--- src/rtl/iwin_pkg.sv ---
package iwin_pkg;
    localparam int DW = 32;
    localparam int NB = DW / 8;

    typedef enum logic [1:0] {
        SZ_B  = 2'd0,
        SZ_H  = 2'd1,
        SZ_W  = 2'd2,
        SZ_W2 = 2'd3
    } size_e;

    typedef enum logic [2:0] {
        ST_IDLE,
        ST_WIN,
        ST_TPTR,
        ST_TACC,
        ST_DPTR,
        ST_DINFO,
        ST_RESP
    } state_e;

    // host register word index, host_addr[4:2]
    localparam logic [2:0] RG_ADDR = 3'd0;
    localparam logic [2:0] RG_WIN  = 3'd1;
    localparam logic [2:0] RG_T1B  = 3'd2;
    localparam logic [2:0] RG_T2B  = 3'd3;
    localparam logic [2:0] RG_T1   = 3'd4;
    localparam logic [2:0] RG_T2   = 3'd5;
    localparam logic [2:0] RG_T2P  = 3'd6;
endpackage

--- src/rtl/iwin_lanes.sv ---
module iwin_lanes
    import iwin_pkg::*;
(
    input  logic [1:0]    acc_size,
    input  logic [1:0]    acc_lane,
    input  logic [DW-1:0] hwdata,
    input  logic [DW-1:0] mrdata,
    output logic [NB-1:0] strb,
    output logic [DW-1:0] mwdata,
    output logic [DW-1:0] hrdata
);
    logic [DW-1:0] shifted;

    assign shifted = mrdata >> {acc_lane, 3'b000};

    always_comb begin
        unique case (size_e'(acc_size))
            SZ_B: begin
                strb   = NB'(1) << acc_lane;
                mwdata = {NB{hwdata[7:0]}};
                hrdata = {{(DW-8){1'b0}}, shifted[7:0]};
            end
            SZ_H: begin
                strb   = acc_lane[1] ? 4'b1100 : 4'b0011;
                mwdata = {2{hwdata[15:0]}};
                hrdata = acc_lane[1] ? {16'h0, mrdata[31:16]}
                                     : {16'h0, mrdata[15:0]};
            end
            default: begin
                strb   = '1;
                mwdata = hwdata;
                hrdata = mrdata;
            end
        endcase
    end
endmodule

--- src/rtl/iwin_ctrl.sv ---
module iwin_ctrl
    import iwin_pkg::*;
#(
    parameter int AW  = 32,
    parameter int HOW = 5
) (
    input  logic           clk,
    input  logic           rst_n,
    input  logic           host_req,
    input  logic           host_we,
    input  logic [HOW-1:0] host_addr,
    input  logic [1:0]     host_size,
    input  logic [DW-1:0]  host_wdata,
    output logic           host_ready,
    output logic           host_ack,
    output logic [DW-1:0]  host_rdata,
    output logic           host_err,
    output logic           mem_valid,
    output logic           mem_we,
    output logic [AW-3:0]  mem_addr,
    input  logic           mem_ready,
    input  logic [DW-1:0]  mem_rdata,
    output logic [1:0]     acc_size,
    output logic [1:0]     acc_lane,
    output logic [DW-1:0]  acc_wdata,
    input  logic [DW-1:0]  lane_rdata
);
    localparam int HW = DW / 2;

    state_e        state_q, state_d;
    logic [AW-1:0] areg_q, t1b_q, t2b_q, maddr_q, ptr_q, t2p_q;
    logic [DW-1:0] lim_q, resp_q, wdata_q;
    logic          we_q, err_q;
    logic [1:0]    size_q, lane_q;
    logic [DW-1:0] total;
    logic [2:0]    rsel;
    logic          hs;

    assign rsel  = host_addr[4:2];
    assign hs    = mem_valid && mem_ready;
    assign total = DW'(mem_rdata[DW-1:HW]) * DW'(mem_rdata[HW-1:0]);

    always_comb begin
        state_d = state_q;
        unique case (state_q)
            ST_IDLE: if (host_req) begin
                unique case (rsel)
                    RG_WIN:  state_d = ST_WIN;
                    RG_T1:   state_d = ST_TPTR;
                    RG_T2:   state_d = host_we ? ST_RESP : ST_DPTR;
                    default: state_d = ST_RESP;
                endcase
            end
            ST_WIN:   if (mem_ready) state_d = ST_RESP;
            ST_TPTR:  if (mem_ready) state_d = ST_TACC;
            ST_TACC:  if (mem_ready) state_d = ST_RESP;
            ST_DPTR:  if (mem_ready) state_d = ST_DINFO;
            ST_DINFO: if (mem_ready) state_d = ST_RESP;
            ST_RESP:  state_d = ST_IDLE;
            default:  state_d = ST_IDLE;
        endcase
    end

    always_ff @(posedge clk) begin
        if (!rst_n) begin
            state_q <= ST_IDLE;
            areg_q  <= '0;
            t1b_q   <= '0;
            t2b_q   <= '0;
            maddr_q <= '0;
            ptr_q   <= '0;
            t2p_q   <= '0;
            lim_q   <= '0;
            resp_q  <= '0;
            wdata_q <= '0;
            we_q    <= 1'b0;
            err_q   <= 1'b0;
            size_q  <= SZ_W;
            lane_q  <= '0;
        end else begin
            state_q <= state_d;
            unique case (state_q)
                ST_IDLE: if (host_req) begin
                    we_q    <= host_we;
                    size_q  <= host_size;
                    lane_q  <= host_addr[1:0];
                    wdata_q <= host_wdata;
                    err_q   <= 1'b0;
                    resp_q  <= '0;
                    unique case (rsel)
                        RG_ADDR: if (host_we) areg_q <= host_wdata;
                                 else         resp_q <= areg_q;
                        RG_T1B:  if (host_we) t1b_q <= host_wdata;
                                 else         resp_q <= t1b_q;
                        RG_T2B:  if (host_we) t2b_q <= host_wdata;
                                 else         resp_q <= t2b_q;
                        RG_WIN:  maddr_q <= areg_q;
                        RG_T1:   maddr_q <= t1b_q + areg_q;
                        RG_T2:   if (host_we) lim_q <= host_wdata;
                                 else         maddr_q <= t2b_q + areg_q;
                        RG_T2P:  resp_q <= t2p_q;
                        default: ;
                    endcase
                end
                ST_WIN, ST_TACC: if (mem_ready) resp_q <= lane_rdata;
                ST_TPTR: if (mem_ready) begin
                    maddr_q <= mem_rdata;
                    lane_q  <= mem_rdata[1:0];
                end
                ST_DPTR: if (mem_ready) begin
                    ptr_q   <= mem_rdata;
                    maddr_q <= maddr_q + AW'(4);
                end
                ST_DINFO: if (mem_ready) begin
                    if (total > lim_q) begin
                        err_q  <= 1'b1;
                        resp_q <= '0;
                    end else begin
                        resp_q <= total;
                        t2p_q  <= ptr_q;
                    end
                end
                default: ;
            endcase
        end
    end

    always_comb begin
        host_ready = (state_q == ST_IDLE);
        host_ack   = (state_q == ST_RESP);
        host_rdata = host_ack ? resp_q : '0;
        host_err   = host_ack && err_q;
        mem_valid  = (state_q inside {ST_WIN, ST_TPTR, ST_TACC, ST_DPTR, ST_DINFO});
        mem_we     = we_q && (state_q inside {ST_WIN, ST_TACC});
        mem_addr   = maddr_q[AW-1:2];
        acc_size   = (state_q inside {ST_WIN, ST_TACC}) ? size_q : SZ_W;
        acc_lane   = lane_q;
        acc_wdata  = wdata_q;
    end

    // an outstanding memory request is held unchanged until accepted
    p_hold_req_r6: assert property (@(posedge clk) disable iff (!rst_n)
        mem_valid && !mem_ready |=> mem_valid && $stable(mem_addr) && $stable(mem_we));
    // host is stalled while memory is busy
    p_busy_r6: assert property (@(posedge clk) disable iff (!rst_n)
        mem_valid |-> !host_ready && !host_ack);
    // acknowledge is a single-cycle pulse
    p_ack_pulse_r10: assert property (@(posedge clk) disable iff (!rst_n)
        host_ack |=> !host_ack);
    // an accepted request leaves idle
    p_accept_r10: assert property (@(posedge clk) disable iff (!rst_n)
        host_req && host_ready |=> !host_ready);
    // error qualifies an acknowledge only
    p_err_ack_r10: assert property (@(posedge clk) disable iff (!rst_n)
        host_err |-> host_ack);
    // an error response carries no data
    p_err_zero_r9: assert property (@(posedge clk) disable iff (!rst_n)
        host_err |-> host_rdata == '0);
    // memory idle right after reset
    p_reset_idle_r1: assert property (@(posedge clk)
        !rst_n |=> !mem_valid && host_ready);
    // the pointer access follows a completed pointer fetch
    p_tacc_after_ptr_r7: assert property (@(posedge clk) disable iff (!rst_n)
        state_q == ST_TPTR && hs |=> mem_valid && mem_addr == $past(mem_rdata[AW-1:2]));
endmodule

--- src/rtl/iwin_bridge.sv ---
module iwin_bridge
    import iwin_pkg::*;
#(
    parameter int AW  = 32,
    parameter int HOW = 5
) (
    input  logic           clk,
    input  logic           rst_n,
    input  logic           host_req,
    input  logic           host_we,
    input  logic [HOW-1:0] host_addr,
    input  logic [1:0]     host_size,
    input  logic [31:0]    host_wdata,
    output logic           host_ready,
    output logic           host_ack,
    output logic [31:0]    host_rdata,
    output logic           host_err,
    output logic           mem_valid,
    output logic           mem_we,
    output logic [AW-3:0]  mem_addr,
    output logic [3:0]     mem_strb,
    output logic [31:0]    mem_wdata,
    input  logic           mem_ready,
    input  logic [31:0]    mem_rdata
);
    logic [1:0]    acc_size, acc_lane;
    logic [DW-1:0] acc_wdata, lane_rdata;

    iwin_ctrl #(.AW(AW), .HOW(HOW)) u_ctrl (
        .clk        (clk),
        .rst_n      (rst_n),
        .host_req   (host_req),
        .host_we    (host_we),
        .host_addr  (host_addr),
        .host_size  (host_size),
        .host_wdata (host_wdata),
        .host_ready (host_ready),
        .host_ack   (host_ack),
        .host_rdata (host_rdata),
        .host_err   (host_err),
        .mem_valid  (mem_valid),
        .mem_we     (mem_we),
        .mem_addr   (mem_addr),
        .mem_ready  (mem_ready),
        .mem_rdata  (mem_rdata),
        .acc_size   (acc_size),
        .acc_lane   (acc_lane),
        .acc_wdata  (acc_wdata),
        .lane_rdata (lane_rdata)
    );

    iwin_lanes u_lanes (
        .acc_size (acc_size),
        .acc_lane (acc_lane),
        .hwdata   (acc_wdata),
        .mrdata   (mem_rdata),
        .strb     (mem_strb),
        .mwdata   (mem_wdata),
        .hrdata   (lane_rdata)
    );

    // a byte write drives exactly one strobe
    p_byte_strb_r3: assert property (@(posedge clk) disable iff (!rst_n)
        mem_valid && mem_we && acc_size == SZ_B |-> $countones(mem_strb) == 1);
    // a half-word write drives a lane pair
    p_half_strb_r4: assert property (@(posedge clk) disable iff (!rst_n)
        mem_valid && mem_we && acc_size == SZ_H |-> mem_strb == 4'b0011 || mem_strb == 4'b1100);
endmodule

--- config.mk ---
export PLATFORM = sky130hd
export DESIGN_NAME = iwin_bridge
export DESIGN_NICKNAME = d
export VERILOG_FILES = /design/src/rtl/iwin_pkg.sv /design/src/rtl/iwin_lanes.sv /design/src/rtl/iwin_ctrl.sv /design/src/rtl/iwin_bridge.sv
export SDC_FILE = /design/constraint.sdc
export NUM_CORES = 2
export LEC_CHECK = 0
export ABC_AREA = 1
export BUFFER_PORTS_ARGS = -buffer_cell sky130_fd_sc_hd__buf_2
export CAP_MARGIN = 20
export CORE_MARGIN = 4
export CORE_UTILIZATION = 63
export DETAILED_ROUTE_END_ITERATION = 8
export GPL_TIMING_DRIVEN = 0
export HOLD_SLACK_MARGIN = 0.03
export PLACE_DENSITY = 0.82
export SLEW_MARGIN = 10
export SYNTH_ARGS = -nofsm -noshare
export SYNTH_HDL_FRONTEND = slang
export SYNTH_SLANG_ARGS = --single-unit
--- constraint.sdc ---
create_clock -name clk -period 9.78 [get_ports clk]
set_clock_uncertainty 0.1 [all_clocks]
set_input_delay 0.489 -clock clk [delete_from_list [all_inputs] [get_ports clk]]
set_output_delay 0.489 -clock clk [all_outputs]
set_load 0.005 [all_outputs]
# Word-level counts from Yosys, hierarchy flattened
# Index checks and enable logic that the tools add are counted.
[classes]
add_sub_neg = 3
mux = 36
n_div = 0
multipliers = 1
n_shift = 2
n_reduce_logical = 25
bitwise_logic = 1
magnitude_cmp = 1
n_eq_ne = 22
[op_table]
columns = ["cell", "count"]
rows = [
  ["$mux 32", 12],
  ["$pmux 32 s3", 3],
  ["$pmux 32 s2", 2],
  ["$pmux 32 s4", 1],
  ["$add 32x32->32", 2],
  ["$add 32x3->32 const B", 1],
  ["$gt 32x32->1", 1],
  ["$mul 16x16->32", 1],
  ["$shr 32x5->8", 1],
  ["$reduce_and 4->1", 7],
  ["$eq 3x3->1 const B", 6],
  ["$mux 16", 1],
  ["$eq 3x2->1 const B", 4],
  ["$mux 3", 4],
  ["$pmux 3 s4", 1],
  ["$ne 2x2->1 const B", 5],
  ["$pmux 3 s3", 1],
  ["$mux 2", 4],
  ["$pmux 4 s2", 1],
  ["$eq 3x1->1 const B", 2],
  ["$logic_not 3->1", 2],
  ["$reduce_and 3->1", 2],
  ["$reduce_and 6->1", 1],
  ["$reduce_bool 2->1", 3],
  ["17 further kinds", 23],
]
[word_totals]
romBits = 0
inputBits = 76
mem_bits_rw = 0
output_inout_bits = 103
n_memories = 0
regBits = 297
latchBits = 0

# Longest topological paths before layout
[logic_depth]
ltp_word = 7
ltp_mapped = 41
depth_no_buf = 38

# By module
# Synthesis repeated with hierarchy kept, for this count alone.
[hier_totals]
cells_unflattened = 3927
hier_area_um2 = 26460.4
[by_module_without_submodules]
columns = ["mod", "area_per_inst_um2", "cells_each", "seq_area_each_um2", "n_inst"]
rows = [
  ["iwin_ctrl", 25474.4, 3707, 5905.7, 1],
  ["iwin_lanes", 985.9, 220, 0.0, 1],
]

# Least setup slack after synthesis
# Ideal clock, no wire load.
[synth_path]
path_kind = "in2reg"
start = "input port mem_rdata[23]"
end = "register u_ctrl.t2p_q[10]"
setup_slack_ns = 2.608
setup_ns = 0.113
arrival_ns = 6.958
path_stages = 33
path_buffers = 3
cell_sequence = "clkbuf_1 -> clkbuf_1 -> nand2_1 -> fa_1 -> inv_1 -> fa_1 -> inv_1 -> fa_1 -> inv_1 -> fa_1 -> fa_1 -> inv_1 -> fa_1 -> inv_1 -> ha_1 -> nand2_1 -> nor2_1 -> inv_1 -> nor3_1 -> nand2_1 -> a21oi_1 -> nor2_1 -> nand2_1 -> nand2_1 -> ha_1 -> nand2_1 -> nor4_1 -> nand3_1 -> nand2_2 -> nand3_1 -> clkbuf_1 -> nor2_1 -> nor2_1"
[synth_via]
elab_chain_len = 4
[synth_rtl]
columns = ["element", "line_no", "rtl"]
rows = [
  ["from (decl)", "iwin_bridge.sv:24", "input logic [31:0] mem_rdata"],
  ["$mul 16x16->32", "iwin_ctrl.sv:41", "assign total = DW'(mem_rdata[DW-1:HW]) * DW'(mem_rdata[HW-1:0]);"],
  ["$gt 32x32->1", "iwin_ctrl.sv:115", "if (total > lim_q) begin"],
  ["$not 1->1 (no source line)", "-", ""],
  ["$reduce_and 3->1 (no source line)", "-", ""],
  ["to (signal assigned)", "iwin_ctrl.sv:120", "t2p_q <= ptr_q;"],
  ["to (decl)", "iwin_ctrl.sv:31", "logic [AW-1:0] areg_q, t1b_q, t2b_q, maddr_q, ptr_q, t2p_q;"],
]
# Every way passes these cells.
# A chain may end at the register's enable or synchronous reset.

# Worst setup path in the final report
[layout_path]
start = "input port mem_rdata[21]"
end = "register u_ctrl.t2p_q[11]"
# The elaborated chain is that of the path after synthesis.

==> reports/summary.txt <==
Max VDD drop -> 0.530 mV
Non-Filler Instances -> 4,780
CORE AREA -> 42,000 um^2
Most common cell in the netlist -> nand2_1
Startpoint types -> input pin
Synth Instances -> 4,016
Warnings from Yosys -> 0
Slowest cell on crit path -> clkbuf_1
Aggregate global routing overflow -> 0
Die area -> 46,100 um^2
Dpl cells -> 4,724
Clock slew at reported path FFs -> 0.07 ns
Initial antenna violation count -> 1
Num rows -> 75
Number of I/O port buffers -> 169
DRT Pass-1 Iters -> 6
Final min period -> 9.28 ns
Slowest stage delay, CP -> 0.90 ns
Hold Path Class -> in -> reg
Sum of negative setup slack -> 0 ns
Max-slew violations -> 0
Layout cells sized above 1 -> 7.19%
Max-cap violations -> 0
Clock Latency Late Sink -> 0.60 ns
Slew @ Worst Pin -> 1.22 ns
Worst setup EP type -> register
Sequential-to-total area share from yosys stat -> 22.0%
Post-CTS sizing -> 0
1st-iter DRT viols -> 3,841
Post-CTS Setup Inserts -> 0
Nets -> 4,655
Cell taking the most area after synthesis -> dfxtp_1
Post-Synthesis Cell Area -> 26,900 um^2
Cts hold-fix bufs -> 1
CTS Buf Count -> 30
Share of the synthesized area in the top cell type -> 22.0%
Area contributors post-synth -> dfxtp_1 22%, fa_1 14%, nand2_1 12%, inv_1 10%, ha_1 7.8%
GRT Total Usage -> 44.1%
Post-route clock period utilization -> 94.9%
Top Ports -> 179
Htree depth -> 1
Synthesized Nets -> 4,453
CTS Buffer Depth -> 3
CP arrival -> 9.66 ns
Data required, critical path -> 10.15 ns
Leakage -> 14.7 nW
Routed WL -> 105,000 um
Largest net degree at the start of global routing -> 16
Status -> finished, final reports clean
Setup CP Type -> in -> reg
Post-synth EDFFs -> 0
TritonCTS clock tree -> done
Vias in the first global route -> 27,500
Most used DFF post-synth -> dfxtp_1
P&R area growth vs syn -> 9.10%
PwrDens -> 384 nW/um^2
Final Hold Fails -> 0
Gpl congestion -> 1.06
Avg WL per Cell -> 22.0 um
RSZ-0062 raised after global routing -> false
First-pass GRT wire length -> 158,000 um
Synth top cells by count -> 828 x nand2_1, 721 x inv_1, 363 x o21ai_0
Residual DRC -> 0
Final setup violation count -> 0
Slew headroom -> 18.4%
Syn_area_per_cell -> 6.70 um^2
Initial Util -> 64.0%
Post-DR vias/cell -> 6.02
Max Fclk -> 0.108 GHz
Post-DP HPWL -> 82,900 um
CTS Sinks -> 295
Crit-path max FO -> 10
Synth cell types -> 52
Die width -> 215 um
Vias -> 28,800
Root cell of the clock tree -> clkbuf_16
Number of routed nets with antenna violations -> 0
Synth async-reset ratio -> 0%
#FFs+latches synth -> 295
Die height -> 215 um
state kept, by name (all words and copies together), names as in the netlist:
signal and cells:
u_ctrl.lim_q 32, u_ctrl.areg_q 32, u_ctrl.maddr_q 30, u_ctrl.resp_q 32, u_ctrl.t1b_q 32, u_ctrl.we_q 1, u_ctrl.t2b_q 32, u_ctrl.t2p_q 32
u_ctrl.err_q 1, u_ctrl.state_q 3, u_ctrl.acc_wdata 32, u_ctrl.ptr_q 32, u_ctrl.acc_lane 2, u_ctrl.size_q 2
power by group:
part / switching, W / leakage (nW) / internal, W
Sequential: 0.000230 / 2.40 / 0.00141
Combinational: 0.00583 / 11.8 / 0.00270
Clock: 0.000526 / 0.459 / 0.000588
Total: 0.00658 / 14.7 / 0.00469
cell usage in the layout (no fill, tap or decap), types with 9 or more instances in the layout:
cell,synthesis,final
a21oi_1,348,348
dfxtp_1,295,295
nor3_1,33,33
o21ai_1,20,20
inv_2,9,9
clkinv_2,0,12
o211ai_1,23,23
a31oi_1,11,11
nor4_1,11,11
xor2_1,32,32
inv_1,721,721
nor2_1,344,344
o221ai_1,20,20
nand4_1,31,31
a221oi_1,15,15
nand2_1,828,828
nand3_1,218,218
buf_2,22,191
ha_1,167,167
o21a_1,9,9
o21bai_1,11,11
clkbuf_16,0,30
o2111ai_1,11,11
o21ai_0,363,363
clkbuf_1,161,165
buf_1,19,19
fa_1,194,194
buf_4,13,13
cells by family (layout without fill, tap and decap cells):
kind of cell	count (synthesis)	after routing	synth area share [%]
AND/OR/NAND/NOR	1497	1497	23.2
buffers and inverters	963	1187	14.0
AO/OA/AOI/OAI	861	861	17.4
adder cells (fa/ha/maj)	361	361	22.2
flip-flops	295	295	22.0
XOR/XNOR	39	39	1.27
other	0	1	0
worst max-delay path: cells and delay by family:
kind | cells | cell delay, ns
adders and majority gates | 8 | 3.66
and+or+nand+nor | 12 | 2.33
AOI/OAI and AO/OA | 1 | 0.34
buffers and inverters | 10 | 2.30
xor gates and xnor gates | 1 | 0.50
final timing paths:
kind / startpoint / end / slack (ns) / cells after the start
min reg2reg: u_ctrl.acc_wdata[16]$_SDFFE_PN0P_ / u_ctrl.acc_wdata[16]$_SDFFE_PN0P_ / 0.36 / 2
max: mem_rdata[21] / u_ctrl.t2p_q[11]$_SDFFE_PN0P_ / 0.50 / 32
max reg2reg: u_ctrl.state_q[1]$_SDFFE_PN0P_ / u_ctrl.maddr_q[2]$_SDFFE_PN0P_ / 6.83 / 12
min: host_addr[1] / u_ctrl.acc_lane[1]$_SDFFE_PN0P_ / 0.11 / 3
cell type report:
cell class	instances	area [um^2]
repair buffers	170	856
clock buffers	37	807
fillers	3778	12700
plain buffers	225	983
clock inverters	17	109
multi-input cells	2758	17200
diodes	1	2.50
flip-flops and latches	295	5910
inverters	738	2780
well taps	539	674
stage by stage:
stage	cell area (um^2)	power [W]	utilization (%)	hold WS, ns	setup slack [ns]
floorplan	26900	0.00695	-	0.325	2.61
global placement	28400	0.00963	67.6	0.334	0.319
detailed placement	28400	0.00974	67.6	0.342	0.290
CTS	29300	0.0109	69.8	0.0953	0.764
global route	29300	0.0121	69.8	0.100	0.231
finish	29300	0.0113	69.8	0.109	0.498
metal layers:
layer	wire, um	up-vias	GRT usage, %
met2	45500	1913	69.3
met4	10200	0	32.8
met1	37600	13200	54.7
li1	-	13100	-
met5	0	-	0
met3	11900	522	7.52
Power figures use the tool's default switching activity.
